[config.mk]
export PLATFORM = sky130hd
export DESIGN_NAME = lane_aligner
export DESIGN_NICKNAME = d
export VERILOG_FILES = /design/src/rtl/lane_align_pkg.sv /design/src/rtl/align_ctrl.sv /design/src/rtl/align_datapath.sv /design/src/rtl/lane_aligner.sv
export SDC_FILE = /design/constraint.sdc
export NUM_CORES = 1
export LEC_CHECK = 0
export ABC_CLOCK_PERIOD_IN_PS = 3300
export BUFFER_PORTS_ARGS = -buffer_cell sky130_fd_sc_hd__clkbuf_2
export CAP_MARGIN = 20
export CELL_PAD_IN_SITES_DETAIL_PLACEMENT = 0
export CELL_PAD_IN_SITES_GLOBAL_PLACEMENT = 2
export CORE_MARGIN = 2
export CORE_UTILIZATION = 25
export CTS_CLUSTER_SIZE = 28
export DETAILED_ROUTE_END_ITERATION = 6
export PLACE_DENSITY_LB_ADDON = 0.1
export SYNTH_ARGS = -nofsm -noshare
export SYNTH_HDL_FRONTEND = slang
export SYNTH_HIERARCHICAL = 1
export SYNTH_SLANG_ARGS = --single-unit
[constraint.sdc]
create_clock -name clk -period 3.3 [get_ports clk]
set_input_delay 0.165 -clock clk [delete_from_list [all_inputs] [get_ports clk]]
set_output_delay 0.165 -clock clk [all_outputs]
set_load 0.02 [all_outputs]
[src/rtl/lane_align_pkg.sv]
package lane_align_pkg;
  localparam int WORD_BYTES = 4;
  localparam int BYTE_W     = 8;
  localparam int WORD_W     = WORD_BYTES * BYTE_W;
  localparam int HALF_W     = WORD_W / 2;
  localparam int OFF_W      = $clog2(WORD_BYTES);

  typedef enum logic [1:0] {
    SZ_BYTE = 2'b00,
    SZ_HALF = 2'b01,
    SZ_WORD = 2'b10,
    SZ_RSVD = 2'b11
  } accSize_e;

  // strobes from control to datapath
  typedef struct packed {
    logic issueRead;
    logic issueWrite;
    logic captureLoad;
    logic zeroLoad;
    logic extractLoad;
  } ctrlStrobe_t;
endpackage

[src/rtl/align_ctrl.sv]
module align_ctrl
  import lane_align_pkg::*;
(
  input  logic              clk,
  input  logic              rstN,
  input  logic              reqValid,
  input  logic              reqStore,
  input  logic [1:0]        reqSize,
  input  logic [OFF_W-1:0]  reqOff,
  input  logic              memRdValid,
  output ctrlStrobe_t       strobe,
  output logic              misalign
);
  accSize_e sizeE;
  logic     badAccess;
  logic     pendValid;

  assign sizeE = accSize_e'(reqSize);

  // alignment rule: offset must be a multiple of object size
  always_comb begin
    case (sizeE)
      SZ_BYTE: badAccess = 1'b0;
      SZ_HALF: badAccess = reqOff[0];
      SZ_WORD: badAccess = |reqOff;
      default: badAccess = 1'b1;
    endcase
  end

  always_comb begin
    strobe.issueRead   = reqValid & ~reqStore & ~badAccess;
    strobe.issueWrite  = reqValid &  reqStore & ~badAccess;
    strobe.captureLoad = reqValid & ~reqStore & ~badAccess;
    strobe.zeroLoad    = reqValid & ~reqStore &  badAccess;
    strobe.extractLoad = memRdValid & pendValid;
  end

  always_ff @(posedge clk or negedge rstN) begin
    if (!rstN) begin
      pendValid <= 1'b0;
      misalign  <= 1'b0;
    end else begin
      misalign <= reqValid & badAccess;
      if (strobe.captureLoad)      pendValid <= 1'b1;
      else if (strobe.extractLoad) pendValid <= 1'b0;
    end
  end
endmodule

[src/rtl/align_datapath.sv]
module align_datapath
  import lane_align_pkg::*;
#(
  parameter int ADDR_W = 32
) (
  input  logic                 clk,
  input  logic                 rstN,
  input  ctrlStrobe_t          strobe,
  input  logic [ADDR_W-1:0]    reqAddr,
  input  logic [1:0]           reqSize,
  input  logic                 reqSigned,
  input  logic                 bigEndian,
  input  logic [WORD_W-1:0]    storeData,
  input  logic [WORD_W-1:0]    memRdData,
  output logic [ADDR_W-OFF_W-1:0] memAddr,
  output logic                 memRead,
  output logic [WORD_BYTES-1:0] memWrEn,
  output logic [WORD_W-1:0]    memWrData,
  output logic                 loadValid,
  output logic [WORD_W-1:0]    loadData
);
  accSize_e         sizeE;
  logic [OFF_W-1:0] reqOff;
  logic [OFF_W-1:0] laneSel;
  logic             halfUpper;

  assign sizeE     = accSize_e'(reqSize);
  assign reqOff    = reqAddr[OFF_W-1:0];
  assign laneSel   = reqOff ^ {OFF_W{bigEndian}};
  assign halfUpper = reqOff[OFF_W-1] ^ bigEndian;
  assign memAddr   = reqAddr[ADDR_W-1:OFF_W];
  assign memRead   = strobe.issueRead;

  // store lane steering
  logic [BYTE_W-1:0] rdBytes [WORD_BYTES];

  for (genvar i = 0; i < WORD_BYTES; i++) begin : gLane
    localparam bit IN_UPPER = (i >= WORD_BYTES / 2);
    logic laneHit;
    always_comb begin
      case (sizeE)
        SZ_BYTE: laneHit = (laneSel == OFF_W'(i));
        SZ_HALF: laneHit = (IN_UPPER == halfUpper);
        SZ_WORD: laneHit = 1'b1;
        default: laneHit = 1'b0;
      endcase
    end
    assign memWrEn[i] = strobe.issueWrite & laneHit;
    assign rdBytes[i] = memRdData[i*BYTE_W +: BYTE_W];
  end

  always_comb begin
    case (sizeE)
      SZ_BYTE: memWrData = {WORD_BYTES{storeData[BYTE_W-1:0]}};
      SZ_HALF: memWrData = {2{storeData[HALF_W-1:0]}};
      default: memWrData = storeData;
    endcase
  end

  // attributes of the outstanding load
  logic [OFF_W-1:0] pOff;
  accSize_e         pSize;
  logic             pSigned;
  logic             pBig;

  always_ff @(posedge clk or negedge rstN) begin
    if (!rstN) begin
      pOff    <= '0;
      pSize   <= SZ_BYTE;
      pSigned <= 1'b0;
      pBig    <= 1'b0;
    end else if (strobe.captureLoad) begin
      pOff    <= reqOff;
      pSize   <= sizeE;
      pSigned <= reqSigned;
      pBig    <= bigEndian;
    end
  end

  // load extraction and extension
  logic [OFF_W-1:0]  pLane;
  logic              pUpper;
  logic [BYTE_W-1:0] pickByte;
  logic [HALF_W-1:0] pickHalf;
  logic [WORD_W-1:0] extWord;

  assign pLane    = pOff ^ {OFF_W{pBig}};
  assign pUpper   = pOff[OFF_W-1] ^ pBig;
  assign pickByte = rdBytes[pLane];
  assign pickHalf = pUpper ? memRdData[WORD_W-1 -: HALF_W] : memRdData[HALF_W-1:0];

  always_comb begin
    case (pSize)
      SZ_BYTE: extWord = {{(WORD_W-BYTE_W){pSigned & pickByte[BYTE_W-1]}}, pickByte};
      SZ_HALF: extWord = {{(WORD_W-HALF_W){pSigned & pickHalf[HALF_W-1]}}, pickHalf};
      default: extWord = memRdData;
    endcase
  end

  always_ff @(posedge clk or negedge rstN) begin
    if (!rstN) begin
      loadValid <= 1'b0;
      loadData  <= '0;
    end else if (strobe.zeroLoad) begin
      loadValid <= 1'b1;
      loadData  <= '0;
    end else if (strobe.extractLoad) begin
      loadValid <= 1'b1;
      loadData  <= extWord;
    end else begin
      loadValid <= 1'b0;
    end
  end
endmodule

[src/rtl/lane_aligner.sv]
module lane_aligner
  import lane_align_pkg::*;
#(
  parameter int ADDR_W = 32
) (
  input  logic              clk,
  input  logic              rstN,
  input  logic              reqValid,
  input  logic [ADDR_W-1:0] reqAddr,
  input  logic [1:0]        reqSize,
  input  logic              reqStore,
  input  logic              reqSigned,
  input  logic              bigEndian,
  input  logic [31:0]       storeData,
  output logic [ADDR_W-3:0] memAddr,
  output logic              memRead,
  output logic [3:0]        memWrEn,
  output logic [31:0]       memWrData,
  input  logic              memRdValid,
  input  logic [31:0]       memRdData,
  output logic              loadValid,
  output logic [31:0]       loadData,
  output logic              misalign
);
  ctrlStrobe_t strobe;

  align_ctrl uCtrl (
    .clk        (clk),
    .rstN       (rstN),
    .reqValid   (reqValid),
    .reqStore   (reqStore),
    .reqSize    (reqSize),
    .reqOff     (reqAddr[OFF_W-1:0]),
    .memRdValid (memRdValid),
    .strobe     (strobe),
    .misalign   (misalign)
  );

  align_datapath #(.ADDR_W(ADDR_W)) uPath (
    .clk       (clk),
    .rstN      (rstN),
    .strobe    (strobe),
    .reqAddr   (reqAddr),
    .reqSize   (reqSize),
    .reqSigned (reqSigned),
    .bigEndian (bigEndian),
    .storeData (storeData),
    .memRdData (memRdData),
    .memAddr   (memAddr),
    .memRead   (memRead),
    .memWrEn   (memWrEn),
    .memWrData (memWrData),
    .loadValid (loadValid),
    .loadData  (loadData)
  );
endmodule

---- After elaboration in Yosys (flattened, before gate mapping) ----
Index checks and enable logic that the tools add are counted.
cells by class
  add/subtract/negate cells ............... 0
  multipliers ............................. 0
  divide/modulo/power cells ............... 0
  order comparisons ....................... 1
  equal/unequal tests ..................... 6
  shifts and indexed selects .............. 0
  muxes and demuxes ....................... 17
  bitwise logic cells ..................... 21
  reductions and logical operators ........ 6
operators by type and width
  cell                                                      number
  case mux 32 bit (2 select lines)                          2
  2-to-1 mux 32 bit                                         2
  binary-select mux 8 bit (select 2 bit)                    1
  2-to-1 mux 16 bit                                         1
  2-to-1 mux 8 bit                                          2
  case mux 1 bit (3 select lines)                           5
  AND 1 bit                                                 13
  equality test 2 x 1 -> 1 bit, second input constant       3
  equality test 2 bit, second input constant                3
  logical NOT 2 bit                                         3
  2-to-1 mux 1 bit                                          4
  nonzero test 2 bit                                        2
  XOR 2 bit                                                 2
  greater-or-equal comparator 3 bit, second input constant  1
  NOT 1 bit                                                 3
  NOT 2 -> 3 bit                                            1
  OR reduction 2 bit                                        1
  XOR 1 bit                                                 2
word-level totals
  flip-flop bits (word level) ............. 41
  latch bits .............................. 0
  memory bits (writable) .................. 0
  ROM bits ................................ 0
  input port bits ......................... 105
  output and inout bits ................... 101
  logic and storage cells ................. 59
  memories kept ........................... 0

---- Logic depth before layout (Yosys ltp) ----
  word-level depth ........................ 9
  depth in mapped cells ................... 8
  gate-level depth less buffers ........... 6

---- Modules after synthesis ----
The synthesis kept the hierarchy.
by module, submodules not included
  module          times used  cells each  area an instance (um^2)  seq. area each (um^2)
  align_datapath  1           363         3158.0                   975.9
  align_ctrl      1           15          123.9                    50.0

---- Worst setup path before layout ----
Ideal clock, no wire load.
  path kind ............................... register -> register
  from .................................... register uPath.pOff[1]
  to ...................................... register uPath.loadData[1]
  arrival time ............................ 1818 ps
  data required time ...................... 3178 ps
  path slack .............................. 1361 ps
  cell stages (with the launch flop) ...... 7
  path buffers ............................ 2
  clock period less this slack ............ 1939 ps
  cell sequence ........................... dfrtp_1 > buf_6 > xnor2_4 > buf_6 > mux2_4 > or4_1 > a32o_1
between the ends
  longest elaborated chain between the ends .. 8
RTL lines
  item                                                  RTL line               text
  start: declaration                                    align_datapath.sv:61   logic [OFF_W-1:0] pOff;
  start signal: assignment                              align_datapath.sv:73   pOff <= reqOff;
  XOR 2 bit                                             align_datapath.sv:87   assign pLane = pOff ^ {OFF_W{pBig}};
  NOT 2 -> 3 bit (implied by the code)                  align_datapath.sv:89   assign pickByte = rdBytes[pLane];
  binary-select mux 8 bit (select 2 bit)                align_datapath.sv:89
  2-to-1 mux 8 bit (implied by the code) (2 in series)  align_datapath.sv:89
  case mux 32 bit (2 select lines) (*)                  align_datapath.sv:93   case (pSize)
  2-to-1 mux 32 bit (*)                                 align_datapath.sv:107  end else if (strobe.extractLoad) begin
  2-to-1 mux 32 bit (*)                                 align_datapath.sv:104  end else if (strobe.zeroLoad) begin
  end signal: assignment                                align_datapath.sv:109  loadData <= extWord;
  end: declaration                                      align_datapath.sv:20   output logic [WORD_W-1:0] loadData
Every way passes the cells marked *; elsewhere a longest branch is shown, timed or not. The select of a mux whose other input is x is not followed.
A chain may end at the register's enable or synchronous reset.

---- Worst setup path after layout ----
  from .................................... register uPath.pBig
  to ...................................... register uPath.loadData[0]
between the ends
  longest elaborated chain between the ends .. 8
RTL lines
  item                                                  RTL line               text
  start: declaration                                    align_datapath.sv:64   logic pBig;
  start signal: assignment                              align_datapath.sv:76   pBig <= bigEndian;
  XOR 2 bit                                             align_datapath.sv:87
  NOT 2 -> 3 bit (implied by the code)                  align_datapath.sv:89
  binary-select mux 8 bit (select 2 bit)                align_datapath.sv:89
  2-to-1 mux 8 bit (implied by the code) (2 in series)  align_datapath.sv:89
  case mux 32 bit (2 select lines) (*)                  align_datapath.sv:93
  2-to-1 mux 32 bit (*)                                 align_datapath.sv:107
  2-to-1 mux 32 bit (*)                                 align_datapath.sv:104
Marks and branches as above.

==> results.py <==
metrics = {
    "finish": {
        "nets": 579,
        "finalNonFillerCells": 647,
        "areaGrowthSynthToFinish_pct": 22.9,
        "layout_commonest_cell": "clkbuf_2",
        "drive_above_1_share_pct": 41.3,
        "layout_common_cells": "clkbuf_2 (145), nand2_1 (57), dfrtp_1 (40)",
        "final_core_util_pct": 31.7,
        "diodes": 0,
    },
    "sta": {
        "hold_ws_ps": 72.2,
        "tns_ps": 0,
        "finClkSkew_ps": 11.3,
        "setup_viol": 0,
        "finalCritPeriodShare_pct": 68.7,
        "hold_violations": 0,
        "relSlewSlack_pct": 55.8,
        "final.min_clock_period_ps": 2270,
        "worst_pin_slew_ps": 661,
        "fmax_mhz": 441,
        "drv_slew": 0,
        "grt_setup_unrepaired": "no",
    },
    "critical_path": {
        "critPathMaxStageDelay_ps": 530,
        "cp_max_fo": 11,
        "crit_chain": "xnor2_4 -> mux2_2 -> or4_1 -> a32o_1",
        "cp-start-kind": "flip-flop",
        "crit_family": "flip-flops",
        "reg2reg_slack_ps": 1030,
        "path_buf_inv": 0,
        "crit_type": "reg -> reg",
        "worst-endpoint-arrival_ps": 2450,
        "end_kind": "flip-flop",
        "cp.required_ps": 3490,
        "critPathSlowestCell": "dfrtp_1",
    },
    "cts": {
        "htreeDepth": 2,
        "clkTransAtPathRegs_ps": 70,
        "clk-insertion-delay-late_ps": 290,
        "cts_tree": "built",
        "clock-root-buffer": "clkbuf_16",
        "postCtsSetupBuffers": 0,
        "cts.sinks": 41,
        "clock_path_buffers": 2,
        "cts_buffers": 5,
    },
    "routing": {
        "totalWireLength_um": 11100,
        "wl_met1_um": 5200,
        "avgViaCountPerCell": 4.77,
        "first_pass_iters": 4,
        "drtAntennaViolNets": 0,
        "wl_per_cell_um": 17.2,
        "dr_wl_met3_um": 552,
        "wl_met2_um": 5270,
        "top_layer": "met4",
        "drt_iter0_drc": 146,
        "drc": 0,
        "vias": 3084,
    },
    "die": {
        "dieWidth_um": 119,
        "start_util_pct": 25.8,
        "fp.dieH_um": 119,
        "die-area_um2": 14100,
        "core_area_um2": 12700,
        "ioPinCount": 206,
        "fp-row-count": 41,
    },
    "logic_synthesis": {
        "ys_ff_latch": 41,
        "mappedNetlistArea_um2": 3280,
        "ys_warn_count": 6,
        "syn-mean-instance-area_um2": 8.68,
        "synth-seq-area-share_pct": 31.3,
        "yosysUniqueCellTypes": 41,
        "synthCells": 378,
        "syn_nets": 483,
    },
    "global_route": {
        "grt_max_degree": 40,
        "grt_usage_pct": 15.6,
        "antenna_found_initial": 0,
        "grt_remaining_overflow": 0,
        "grt_pass1_vias": 3061,
        "grt_pass1_wl_um": 17400,
    },
    "placed_design": {
        "dp_hpwl_um": 8430,
        "portBuffers": 145,
        "dpl.cell_count": 638,
        "gp_congestion": 0.753,
    },
    "pwr": {
        "p_leak_nw": 1.91,
        "ir_worst_vdd_mv": 0.177,
        "power_density_nw_per_um2": 563,
    },
    "flow_run": {
        "max-cap-violations": 0,
    },
    "hold_path": {
        "hp-class": "in -> reg",
    },
    "status": {
        "status": "complete, no violations",
    },
}
-- cells in the mapped netlist --
cell type | instances | area share [%]
mux2_4 | 6 | 2.7
nand2_1 | 57 | 6.5
nor2_2 | 1 | 0.19
or4_1 | 7 | 1.6
clkinv_1 | 1 | 0.11
a32o_1 | 7 | 2.1
mux2_2 | 21 | 7.2
or2_2 | 1 | 0.19
buf_1 | 2 | 0.23
a311oi_1 | 3 | 0.80
a21oi_1 | 7 | 1.1
inv_1 | 6 | 0.69
and2b_2 | 1 | 0.27
nand3_1 | 1 | 0.15
buf_6 | 3 | 1.0
buf_2 | 4 | 0.61
buf_4 | 40 | 9.1
and3b_1 | 1 | 0.27
dfrtp_1 | 41 | 31
and2_1 | 2 | 0.38
mux2i_1 | 10 | 3.1
nand2b_1 | 18 | 3.4
nor3_2 | 1 | 0.31
o22ai_1 | 1 | 0.19
o21bai_1 | 7 | 1.6
a31oi_1 | 1 | 0.19
nor2b_1 | 8 | 1.5
o211ai_1 | 24 | 5.5
xnor2_1 | 3 | 0.80
xnor2_4 | 1 | 0.84
a211o_1 | 1 | 0.27
o221ai_1 | 1 | 0.27
clkbuf_1 | 19 | 2.2
nor2_1 | 12 | 1.4
o31ai_1 | 1 | 0.23
xor2_1 | 2 | 0.53
o21a_1 | 8 | 1.8
nor3_1 | 10 | 1.5
o311ai_0 | 16 | 4.3
nor3b_1 | 2 | 0.46
o21ai_0 | 20 | 3.1
-- what timing repair did --
item,in CTS,in global routing
resized for setup,0,0
hold buffers,1,0
endpoints found under the hold margin,20,0
-- per-layer routing --
| metal | global-route usage, % | vias up |
|---|---|---|
| met5 | 0 | - |
| met4 | 3.94 | 0 |
| met3 | 3.04 | 11 |
| met2 | 24.9 | 89 |
| met1 | 21.7 | 1465 |
| li1 | - | 1519 |
-- registers in the layout (all words and copies together), names as in the netlist --
register / cells
uPath/pBig: 1
uCtrl/misalign: 1
uPath/pSize: 2
uPath/pSigned: 1
uPath/pOff: 2
uPath/loadData: 32
uCtrl/pendValid: 1
uPath/loadValid: 1
-- worst paths after layout --
path | start | end | cells after the start
worst min register to register | uPath/loadData[18] | uPath/loadData[18] | 2
worst min-delay path | memRdValid | uCtrl/pendValid | 2
worst max register to register | uPath/pBig | uPath/loadData[0] | 4
min in group asynchronous | rstN | uPath/loadData[27] | 2
max in group asynchronous | rstN | uPath/pSize[1] | 3
worst max-delay path | uPath/pBig | uPath/loadData[0] | 4
-- layout make-up --
type | count | area (um2)
inverter | 7 | 26.3
multi-input combinational | 262 | 1800
tap | 172 | 215
clock buffer | 8 | 146
sequential | 41 | 1030
timing repair buffer | 157 | 818
fill | 1443 | 8690
-- power breakdown --
part	total [W]	switching, W	internal (W)
Combinational	0.00100	0.000620	0.000383
Clock	0.000511	0.000208	0.000302
Sequential	0.000758	0.000131	0.000627
Total	0.00227	0.000959	0.00131
-- through the flow --
stage                     power (W)  instance area [um2]  setup WS (ps)
after floorplan             0.00147                 3280           1360
after global placement      0.00178                 3880           1040
after detailed placement    0.00178                 3880           1020
after CTS                   0.00231                 4030           1000
after global routing        0.00242                 4030            921
final                       0.00227                 4030           1030
-- cell families after synthesis --
| kind of cell | share of synthesized area [%] |
|---|---|
| XOR/XNOR | 2.17 |
| multiplexers | 13.0 |
| AO/OA/AOI/OAI | 21.4 |
| flip-flops | 31.3 |
| buffers and inverters | 14.0 |
| AND/OR/NAND/NOR | 18.2 |
No activity file was read; power rests on OpenSTA's default activity.
